File: src/rtl/hcvt_pkg.sv
package hcvt_pkg;

    // Fixed upper opcode bits of the recognised word
    localparam logic [21:0] OPC_HI   = 22'b1100000110100000111000;
    localparam int unsigned HALF_W   = 16;
    localparam int unsigned SINGLE_W = 32;
    localparam logic [31:0] QNAN_DEF = 32'h7FC0_0000;
    // Rebias from half (15) to single (127)
    localparam logic [7:0]  REBIAS   = 8'd112;

    typedef struct packed {
        logic ioc;
        logic idc;
    } fp_evt_t;

endpackage

File: src/rtl/hcvt_lane.sv
module hcvt_lane
    import hcvt_pkg::*;
(
    input  logic [HALF_W-1:0]   half_i,
    input  logic                fz16_i,
    input  logic                dn_i,
    input  logic                ahp_i,
    output logic [SINGLE_W-1:0] single_o,
    output fp_evt_t             evt_o
);

    logic       sgn;
    logic [4:0] exp_h;
    logic [9:0] frac_h;
    logic [3:0] lead;
    logic [9:0] norm;
    logic [3:0] shamt;

    assign sgn    = half_i[15];
    assign exp_h  = half_i[14:10];
    assign frac_h = half_i[9:0];

    // Position of the leading one in a subnormal fraction
    always_comb begin
        lead = 4'd0;
        for (int i = 0; i < 10; i++) begin
            if (frac_h[i]) lead = 4'(i);
        end
        shamt = 4'd10 - lead;
        norm  = frac_h << shamt;
    end

    always_comb begin
        single_o  = {sgn, exp_h + REBIAS, frac_h, 13'b0};
        evt_o.ioc = 1'b0;
        evt_o.idc = 1'b0;
        if (exp_h == 5'd31 && !ahp_i) begin
            if (frac_h == 10'd0) begin
                single_o = {sgn, 8'hFF, 23'b0};
            end else begin
                evt_o.ioc = ~frac_h[9];
                if (dn_i) single_o = QNAN_DEF;
                else      single_o = {sgn, 8'hFF, 1'b1, frac_h[8:0], 13'b0};
            end
        end else if (exp_h == 5'd0) begin
            if (frac_h == 10'd0) begin
                single_o = {sgn, 31'b0};
            end else if (fz16_i) begin
                single_o  = {sgn, 31'b0};
                evt_o.idc = 1'b1;
            end else begin
                single_o = {sgn, 8'(lead) + 8'd103, norm, 13'b0};
            end
        end else begin
            single_o = {sgn, 8'(exp_h) + REBIAS, frac_h, 13'b0};
        end
    end

endmodule

File: src/rtl/hcvt_decode.sv
module hcvt_decode
    import hcvt_pkg::*;
(
    input  logic        issue_i,
    input  logic [31:0] instr_i,
    input  logic        feat_en_i,
    input  logic        base_en_i,
    input  logic        stream_en_i,
    output logic [4:0]  src_idx_o,
    output logic [4:0]  dst0_o,
    output logic [4:0]  dst1_o,
    output logic        write_o,
    output logic        undef_o,
    output logic        trap_o
);

    logic hit;
    logic caps;

    always_comb begin
        hit       = issue_i && (instr_i[31:10] == OPC_HI) && instr_i[0];
        caps      = feat_en_i && base_en_i;
        src_idx_o = instr_i[9:5];
        dst0_o    = {instr_i[4:1], 1'b0};
        dst1_o    = {instr_i[4:1], 1'b1};
        undef_o   = hit && !caps;
        trap_o    = hit && caps && !stream_en_i;
        write_o   = hit && caps && stream_en_i;
    end

endmodule

File: src/rtl/hcvt_split_top.sv
module hcvt_split_top
    import hcvt_pkg::*;
#(
    parameter int unsigned VLEN = 128
) (
    input  logic            clk,
    input  logic            rst_n,
    input  logic            issue_i,
    input  logic [31:0]     instr_i,
    input  logic            feat_en_i,
    input  logic            base_en_i,
    input  logic            stream_en_i,
    input  logic [VLEN-1:0] src_vec_i,
    input  logic            fz16_i,
    input  logic            dn_i,
    input  logic            ahp_i,
    output logic [4:0]      src_idx_o,
    output logic            wr_en_o,
    output logic [4:0]      dst0_o,
    output logic [4:0]      dst1_o,
    output logic [VLEN-1:0] res0_o,
    output logic [VLEN-1:0] res1_o,
    output logic            undef_o,
    output logic            trap_o,
    output logic            flag_ioc_o,
    output logic            flag_idc_o
);

    localparam int unsigned HALVES = VLEN / HALF_W;
    localparam int unsigned PAIRS  = VLEN / (2 * HALF_W);

    typedef struct packed {
        logic            wr;
        logic            undef;
        logic            trap;
        logic [4:0]      d0;
        logic [4:0]      d1;
        logic [VLEN-1:0] r0;
        logic [VLEN-1:0] r1;
        logic            ioc;
        logic            idc;
    } state_t;

    state_t st_d, st_q;

    logic [4:0] dec_d0, dec_d1;
    logic       dec_wr, dec_undef, dec_trap;

    logic [SINGLE_W-1:0] conv [HALVES];
    fp_evt_t             evt  [HALVES];

    hcvt_decode u_dec (
        .issue_i     (issue_i),
        .instr_i     (instr_i),
        .feat_en_i   (feat_en_i),
        .base_en_i   (base_en_i),
        .stream_en_i (stream_en_i),
        .src_idx_o   (src_idx_o),
        .dst0_o      (dec_d0),
        .dst1_o      (dec_d1),
        .write_o     (dec_wr),
        .undef_o     (dec_undef),
        .trap_o      (dec_trap)
    );

    for (genvar g = 0; g < HALVES; g++) begin : g_lane
        hcvt_lane u_lane (
            .half_i   (src_vec_i[g*HALF_W +: HALF_W]),
            .fz16_i   (fz16_i),
            .dn_i     (dn_i),
            .ahp_i    (ahp_i),
            .single_o (conv[g]),
            .evt_o    (evt[g])
        );
    end

    always_comb begin
        logic any_ioc;
        logic any_idc;
        st_d       = st_q;
        st_d.wr    = dec_wr;
        st_d.undef = dec_undef;
        st_d.trap  = dec_trap;
        any_ioc    = 1'b0;
        any_idc    = 1'b0;
        for (int h = 0; h < HALVES; h++) begin
            any_ioc = any_ioc | evt[h].ioc;
            any_idc = any_idc | evt[h].idc;
        end
        if (dec_wr) begin
            st_d.d0 = dec_d0;
            st_d.d1 = dec_d1;
            for (int p = 0; p < PAIRS; p++) begin
                st_d.r0[p*SINGLE_W +: SINGLE_W] = conv[2*p];
                st_d.r1[p*SINGLE_W +: SINGLE_W] = conv[2*p+1];
            end
            st_d.ioc = st_q.ioc | any_ioc;
            st_d.idc = st_q.idc | any_idc;
        end
    end

    always_ff @(posedge clk) begin
        if (!rst_n) st_q <= '0;
        else        st_q <= st_d;
    end

    assign wr_en_o    = st_q.wr;
    assign undef_o    = st_q.undef;
    assign trap_o     = st_q.trap;
    assign dst0_o     = st_q.d0;
    assign dst1_o     = st_q.d1;
    assign res0_o     = st_q.r0;
    assign res1_o     = st_q.r1;
    assign flag_ioc_o = st_q.ioc;
    assign flag_idc_o = st_q.idc;

endmodule

File: config.mk
export PLATFORM = sky130hd
export DESIGN_NAME = hcvt_split_top
export DESIGN_NICKNAME = d
export VERILOG_FILES = /design/src/rtl/hcvt_pkg.sv /design/src/rtl/hcvt_lane.sv /design/src/rtl/hcvt_decode.sv /design/src/rtl/hcvt_split_top.sv
export SDC_FILE = /design/constraint.sdc
export NUM_CORES = 1
export LEC_CHECK = 0
export BUFFER_PORTS_ARGS = -buffer_cell sky130_fd_sc_hd__buf_2
export CAP_MARGIN = 5
export CORE_MARGIN = 3
export CORE_UTILIZATION = 45
export CTS_CLUSTER_SIZE = 24
export DETAILED_ROUTE_END_ITERATION = 7
export PLACE_DENSITY = 0.74
export SYNTH_ARGS = -nofsm -noshare
export SYNTH_HDL_FRONTEND = slang
export SYNTH_SLANG_ARGS = --single-unit
File: constraint.sdc
create_clock -name clk -period 3.8 [get_ports clk]
set_clock_uncertainty 0.15 [all_clocks]
set_input_delay 0.76 -clock clk [delete_from_list [all_inputs] [get_ports clk]]
set_output_delay 0.76 -clock clk [all_outputs]
set_load 0.02 [all_outputs]
[Yosys cells after proc, flatten, opt, wreduce, memory -nomap -nowiden]
Index checks and enable logic that the tools add are counted.
Word-level totals
  flip-flop bits (word level): 270
  output and inout port bits: 276
  word-level logic and storage cells: 269
  input bits: 169
Operators by class
  multiplexer cells: 161
  shift-type cells: 8
  reductions and logical operators: 34
  bitwise gates (word level): 24
  add/subtract/negate cells: 24
  equality and inequality tests: 9
Operators by type and width (count)
  $mux W32: 24
  $mux W31: 24
  $mux W3: 32
  $logic_not A10 Y1: 8
  $shl A10 B4 Y10: 8
  $add A4 B7 Y8 const B: 8
  $add A5 B7 Y8 const B: 8
  $mux W4: 16
  $mux W1: 49
  $eq A5 B5 Y1 const B: 8
  $logic_not A5 Y1: 8
  $mux W2: 16
  $sub A4 B4 Y4 const A: 8
  $eq A22 B22 Y1 const B: 1
  $or A1 B1 Y1: 16
  $logic_and A1 B1 Y1: 15
  $not A1 Y1: 8
  $logic_not A1 Y1: 3

[Logic depth before layout (Yosys ltp)]
Gate-level depths: netlist of run 1.
  word-level depth: 15
  mapped depth: 13

[Hierarchy]
A second synthesis of run 1 with hierarchy kept.
Second synthesis, totals
  cell total of the unflattened synthesis: 2065
  area total of the unflattened synthesis: 19388.6 sq um
Modules (own cells, without submodules)
  hcvt_split_top: cells each 875, seq. area each 5425.2 sq um, instances 1, area an instance 10378.7 sq um
  hcvt_lane: cells each 145, seq. area each 0.0 sq um, instances 8, area an instance 1097.3 sq um
  hcvt_decode: cells each 30, seq. area each 0.0 sq um, instances 1, area an instance 231.5 sq um

[Worst setup path after synthesis of run 1]
No wires, ideal clock.
  path type: input to register
  from: input src_vec_i[22]
  to: register st_q (netlist bit res1_o[15])
  setup slack: 223 ps
  arrival: 3342 ps
  stages on the path: 13
  setup time: 86 ps
  path buffers: 4
  cells stage by stage: clkbuf_1 -> nor2_1 -> o211ai_1 -> nand3_1 -> clkbuf_1 -> inv_1 -> ha_1 -> clkbuf_2 -> clkbuf_1 -> o21ai_0 -> o32ai_1 -> a32oi_1 -> a211oi_1
Between the ends
  word-level cells in the longest chain between the ends: 10
  elaborated cells between the ends (all ways): 12
  classes of those cells: 1 x add/sub; 1 x shift; 9 x mux; 1 x reduce/logical
RTL lines
  start: declaration: line hcvt_split_top.sv:13  | input logic [VLEN-1:0] src_vec_i,
  $mux W3 (2 in a row): line hcvt_lane.sv:27  | if (frac_h[i]) lead = 4'(i);
  $mux W4 (2 in a row): line hcvt_lane.sv:27
  $sub A4 B4 Y4: line hcvt_lane.sv:29  | shamt = 4'd10 - lead;
  $shl A10 B4 Y10: line hcvt_lane.sv:30  | norm = frac_h << shamt;
  $mux W31: line hcvt_lane.sv:48  | end else if (fz16_i) begin
  $mux W31: line hcvt_lane.sv:46  | if (frac_h == 10'd0) begin
  $mux W31: line hcvt_lane.sv:45  | end else if (exp_h == 5'd0) begin
  $mux W32 *: line hcvt_lane.sv:37  | if (exp_h == 5'd31 && !ahp_i) begin
  end signal: assignment: line hcvt_split_top.sv:104  | else st_q <= st_d;
  end: declaration: line hcvt_split_top.sv:44  | state_t st_d, st_q;
Mark *: on every way between the ends. The rest lies on a longest branch, timed or not.
A chain may end at the register's enable or synchronous reset.

[Worst setup path in the final report of run 1]
  from: input src_vec_i[88]
  to: register st_q (netlist bit res1_o[86])
Between the ends
  word-level cells in the longest chain between the ends: 8
  elaborated cells between the ends (all ways): 10
  classes of those cells: 1 x add/sub; 1 x shift; 7 x mux; 1 x reduce/logical
RTL lines (line)
  $mux W4 (2 in a row): hcvt_lane.sv:27
  $sub A4 B4 Y4: hcvt_lane.sv:29
  $shl A10 B4 Y10: hcvt_lane.sv:30
  $mux W31: hcvt_lane.sv:48
  $mux W31: hcvt_lane.sv:46
  $mux W31: hcvt_lane.sv:45
  $mux W32 *: hcvt_lane.sv:37
Marked as above.

==> results of run 1 <==
cell usage in the layout, fill, tap and decap left out, types with 16 or more instances in the layout:
master	netlist	routed
buf_2	8	329
dfxtp_1	154	154
nor2_1	153	152
nand2_1	141	141
a21oi_1	139	139
o21ai_0	117	117
conb_1	1	105
nor3_1	73	71
nand3_1	62	62
inv_1	55	55
buf_4	122	55
o211ai_1	49	49
a31oi_1	44	44
nand2b_1	35	35
mux2i_1	33	33
nor2b_1	24	24
a221oi_1	22	22
nor4_1	20	20
nand4_1	20	20
and3_1	19	19
o22ai_1	19	19
or3_1	21	19
a211oi_1	17	17
clkbuf_16	0	17
o31ai_1	16	16
ha_1	16	16
worst reg2reg max path, cell delays in order, from the launching register on:
cell and delay [ns]:
dfxtp_1 0.34, and2_1 0.14, o21ai_0 0.16, o311ai_1 0.12
stage by stage:
step	setup slack, ns	hold slack (ns)	utilization
after global routing	0.357	0.311	0.543
after global placement	0.184	0.273	0.521
after detailed placement	0.188	0.286	0.521
after floorplan	0.223	0.367	-
final	0.537	0.297	0.543
after CTS	0.626	0.295	0.543
worst max path at each step:
stage	start	end	slack (ns)	cells after the start
CTS	src_vec_i[88]	res1_o[86]	0.63	9
detailed placement	src_vec_i[88]	res1_o[86]	0.19	9
global placement	src_vec_i[88]	res1_o[86]	0.18	9
global route	src_vec_i[88]	res1_o[85]	0.36	10
floorplan	src_vec_i[22]	res1_o[15]	0.22	13
finish	src_vec_i[88]	res1_o[86]	0.54	9
synth_stat cells, types with 9 or more instances:
cell type  number
dfxtp_1       154
nor2_1        153
nand2_1       141
a21oi_1       139
buf_4         122
o21ai_0       117
clkbuf_1      111
nor3_1         73
nand3_1        62
inv_1          55
o211ai_1       49
a31oi_1        44
nand2b_1       35
mux2i_1        33
nor2b_1        24
a221oi_1       22
or3_1          21
nand4_1        20
nor4_1         20
and3_1         19
o22ai_1        19
a211oi_1       17
ha_1           16
o31ai_1        16
a22oi_1        14
or4_1          13
o21ai_1        12
o21a_1         11
a21o_1         10
o221ai_1       10
a32oi_1         9
and2_1          9
xor2_1          9
layer usage:
| layer | vias up | routed length (um) | GRT usage |
|---|---|---|---|
| met4 | 2 | 1560 | 0.106 |
| met3 | 113 | 5030 | 0.0508 |
| met1 | 6987 | 20700 | 0.430 |
| met2 | 1009 | 23800 | 0.524 |
| met5 | - | 9 | 0 |
| li1 | 6818 | - | - |
area by class of cell:
type                       instances  area, um2
fill                            2749      12400
multi-input combinational       1397       8270
sequential                       154       3080
timing repair buffer             388       2140
tap                              372        465
clock buffer                      22        454
inverter                          61        229
clock inverter                    10        166
antenna                            1       2.50
kinds of logic after synthesis:
kind of cell | Yosys count
buffers and inverters | 310
and+or+nand+nor | 639
xor gates and xnor gates | 17
muxes | 43
adders and majority gates | 16
DFF | 154
AOI/OAI and AO/OA | 577
other | 1
flip-flops by register name, indices dropped and copies added, names as in the netlist:
name        count
undef_o         1
flag_ioc_o      1
res0_o         72
flag_idc_o      1
dst1_o          5
wr_en_o         1
res1_o         72
trap_o          1
report_power, final:
part	leakage (nW)	internal [mW]	switching [mW]	total, mW
combinational	5.03	0.360	0.731	1.09
clock	0.295	1.12	0.737	1.86
sequential	1.24	1.61	0.0000000170	1.61
total	6.57	3.10	1.47	4.56
==> reports/metrics.cfg, run 1 <==
[synthesis]
ys_ff_latch = 154
synth_edf_count = 0
syn_avg_cell_area_um2 = 7.16
synthDistinctLibCells = 89
synth_compound_area_frac = 0.302
synth_area_leader_cell = dfxtp_1
synth_fa_ha_area_frac = 0.0159
synth_top_family_by_area = compound AO/OA/AOI/OAI gates
synth_async_sr_flop_share = 0
seq_area_frac_synth = 0.245
synth.top_cell.area_share = 0.245
synthXorXnorAreaFrac = 0.0118
ys_top_cells_by_area = dfxtp_1 24%, buf_4 7.3%, a21oi_1 5.5%, o21ai_0 4.7%, nor2_1 4.6%
synth-simple-area-share = 0.256
synth_area_um2 = 12600
synthMuxAreaShare = 0.0379
syn_inst = 1757
yosysWarnings = 0
yosys_most_used_dff = dfxtp_1

[finish]
instances_no_fill = 2405
drive_gt1_frac = 0.225
area_delta_synth_final_pct = 17.7
final_area_um2 = 14800
fin_nets = 2204

[worst_setup_path]
crit_slowest_cell = nor3_1
reg2reg_to = res1_o[49]
path_max_fanout = 11
worstPathRequired_ns = 4.01
critPathKind = in2reg
r2r_slack_ns = 2.76
crit_buf_inv = 2
r2r_start = res1_o[49]
slowest_delay_ns = 0.62
path_delay_family = simple AND/OR/NAND/NOR gates
critPathLaunchType = input port
worstRegToRegCells = 3
cp_cell_sequence = buf_2 -> nor3b_1 -> nor3_1 -> o21ai_1 -> ha_1 -> inv_1 -> mux2_2 -> a211o_1 -> a21oi_1
end_kind = register
crit_arrival_ns = 3.47

[routing]
avgViaCountPerCell = 6.21
drt_iter0_drc = 1730
vias = 14900
ant_nets = 0
wl_per_cell_um = 21.2
totalWireLength_um = 51100
drtPass1Iterations = 6
drcViolationCount = 0

[worst_hold_path]
hold_class = reg2reg
hold_start = res0_o[63]
hold_path_depth = 2
min_to = res0_o[63]

[global_routing]
antenna_found_initial = 2
grt_pass1_vias = 13600
grtUsageTotal = 0.320
grt_max_degree = 95
grt_pass1_wl_um = 78000
grt_overflow = 0

[clocking]
cts-hold-fix-buffers = 0
numCtsBuffers = 17
cts_tree = yes
cts_resized = 0
post_cts.repair.setup_buffers = 0
root_buffer = clkbuf_16
clockBufferDepth = 2
clk_pin_slew_ns = 0.06
cts_htree_levels = 4
clk_latency_ns = 0.42
cts_sinks = 154

[timing]
fmax_ghz = 0.306
worstMarginPinSlew_ns = 1.15
period_needed_ns = 3.26
setup_viol_count_final = 0
rsz0062_at_grt = no
finalMaxSlewViolations = 0
hold_viol_final = 0
slew_headroom = 0.235
finalCritPeriodShare = 0.859
tns_ns = 0

[floorplan]
initial_core_util = 0.462
core_area_um2 = 27300
chipWidth_um = 173
dieArea_um2 = 30000
die_height_um = 173
rows = 60
io-pin-count = 445

[status]
status = finished clean

[place]
dp.final_hpwl_um = 37500
dp.cells = 2372
gp_congestion = 0.994
placedInstanceArea_um2 = 14200
portBuffers = 329

[run]
maxCapViolations = 0

[power]
leakagePower_nw = 6.57
ir_drop_mv = 0.197
power_mw = 4.56
pwr_density_cell_nw_per_um2 = 308

No activity file was read; power rests on OpenSTA's default activity.
==> run 2: changes to the inputs <==
Settings changed: CORE_AREA set to 2 2 171 173, CORE_MARGIN 3 to not set, CORE_UTILIZATION 45 to not set, DIE_AREA set to 0 0 173 175, PLACE_DENSITY 0.74 to 0.73.
==> run 2 against run 1 <==
Via count down 0.98%. Fmax up 3.4%. Non-clock buffer count down 6. First-iteration DRC count down 15%. Register-to-register slack worse by 0.02 ns. Critical path depth unchanged. Clock power down 7%. Design area down 0.57%. Sequential power about the same. Wire length down 2.0%. Cell count up 0.25%. Critical endpoint is now res1_o[110]. Largest cell class unchanged. Highest routed layer is now met4.
==> reports/metrics.cfg, run 2 (same netlist as run 1, synthesis figures left out) <==
[timing]
worstMarginPinSlew_ns = 1.19
rsz0062_at_grt = no
finalMaxSlewViolations = 0
hold_viol_final = 0
tns_ns = 0
finalCritPeriodShare = 0.831
fmax_ghz = 0.317
slew_headroom = 0.205
period_needed_ns = 3.16
layout_setup_ws_ns = 0.643
setup_viol_count_final = 0

[finish]
fin_nets = 2198
drive_gt1_frac = 0.225
final_cell_mix = 329 x buf_2, 154 x dfxtp_1, 152 x nor2_1
area_delta_synth_final_pct = 17.0
layout_commonest_cell = buf_2

[clocking]
root_buffer = clkbuf_16
clk_latency_ns = 0.45
cts_sinks = 154
clk_pin_slew_ns = 0.07
post_cts.repair.setup_buffers = 0
cts_htree_levels = 4
cts_resized = 0
cts-hold-fix-buffers = 0
numCtsBuffers = 17
clockBufferDepth = 2
cts_tree = yes

[power]
leakagePower_nw = 6.51
power_mw = 4.42
pwr_density_cell_nw_per_um2 = 300
ir_drop_mv = 0.226

[place]
dp.final_hpwl_um = 36800
gp_congestion = 1.01
place_ws_ns = 0.249
portBuffers = 329

[floorplan]
io-pin-count = 445
dieArea_um2 = 30300
die_height_um = 175
chipWidth_um = 173
rows = 62
initial_core_util = 0.443
core_area_um2 = 28400

[routing]
vias = 14800
wl_per_cell_um = 20.8
ant_nets = 0
avgViaCountPerCell = 6.13
totalWireLength_um = 50000
drt_iter0_drc = 1472
drtPass1Iterations = 5
drcViolationCount = 0

[worst_setup_path]
end_kind = register
critPathLaunchType = input port
crit_arrival_ns = 3.35
critPathKind = in2reg
worstPathRequired_ns = 3.99
path_max_fanout = 21

[status]
status = finished clean

[run]
maxCapViolations = 0

[worst_hold_path]
hold_class = reg2reg

[global_routing]
grt_overflow = 0
grtUsageTotal = 0.315
grt_pass1_vias = 13500
grt_pass1_wl_um = 76700
antenna_found_initial = 1
grt_max_degree = 68

## run 2: cell types whose count changed in the layout (fill, tap and decap cells not counted), sizes merged
| cell | previous run | this run |
|---|---|---|
| clkbuf | 22 | 19 |
| clkinvlp | 2 | 4 |
| clkinv | 4 | 3 |
| bufinv | 4 | 1 |
| buf | 388 | 382 |
| inv | 61 | 66 |
## run 2: critical path: stages
cell      delay, ns
buf_2          0.20
nor2_1         0.10
a211oi_1       0.29
nand2_1        0.24
ha_1           0.74
nand2_1        0.14
mux2i_1        0.39
a21oi_1        0.12
o41ai_1        0.37
## run 2: worst paths after layout
| kind | end | start | slack [ns] | cells after the start |
|---|---|---|---|---|
| setup / recovery | res1_o[110] | src_vec_i[118] | 0.64 | 9 |
| hold / removal | res0_o[13] | res0_o[13] | 0.30 | 2 |
| setup reg to reg | res0_o[80] | res0_o[80] | 2.74 | 2 |
| hold reg to reg | res0_o[13] | res0_o[13] | 0.30 | 2 |
## run 2: final cells by class
class,count,area [um2]
Fill cell,2886,13700
Clock buffer,19,443
Clock inverter,13,135
Inverter,61,229
Timing Repair Buffer,382,2080
Sequential cell,154,3080
Antenna cell,1,2.50
Tap cell,384,480
Multi-Input combinational cell,1397,8270
## run 2: per-stage QoR
stage	hold slack, ns	instance area [um2]	utilization	cells
after floorplan	0.367	13000	-	1861
after CTS	0.303	14700	0.519	2410
after global placement	0.283	14100	0.498	2378
final	0.301	14700	0.519	2411
after detailed placement	0.294	14100	0.498	2378
after global routing	0.318	14700	0.519	2411
## run 2: report_power, final
part,internal (mW),switching [mW],leakage (nW)
registers,1.61,0.0000000168,1.24
clock network,0.937,0.795,0.271
logic,0.356,0.717,4.99
## run 2: layer usage
| metal | wire, um | vias up | global-route usage | share of wire |
|---|---|---|---|---|
| met5 | 0 | - | 0 | 0 |
| met4 | 1470 | 0 | 0.110 | 0.029 |
| met3 | 4210 | 107 | 0.0520 | 0.084 |
| met2 | 23400 | 874 | 0.516 | 0.47 |
| met1 | 21000 | 7007 | 0.420 | 0.42 |
| li1 | - | 6794 | - | - |
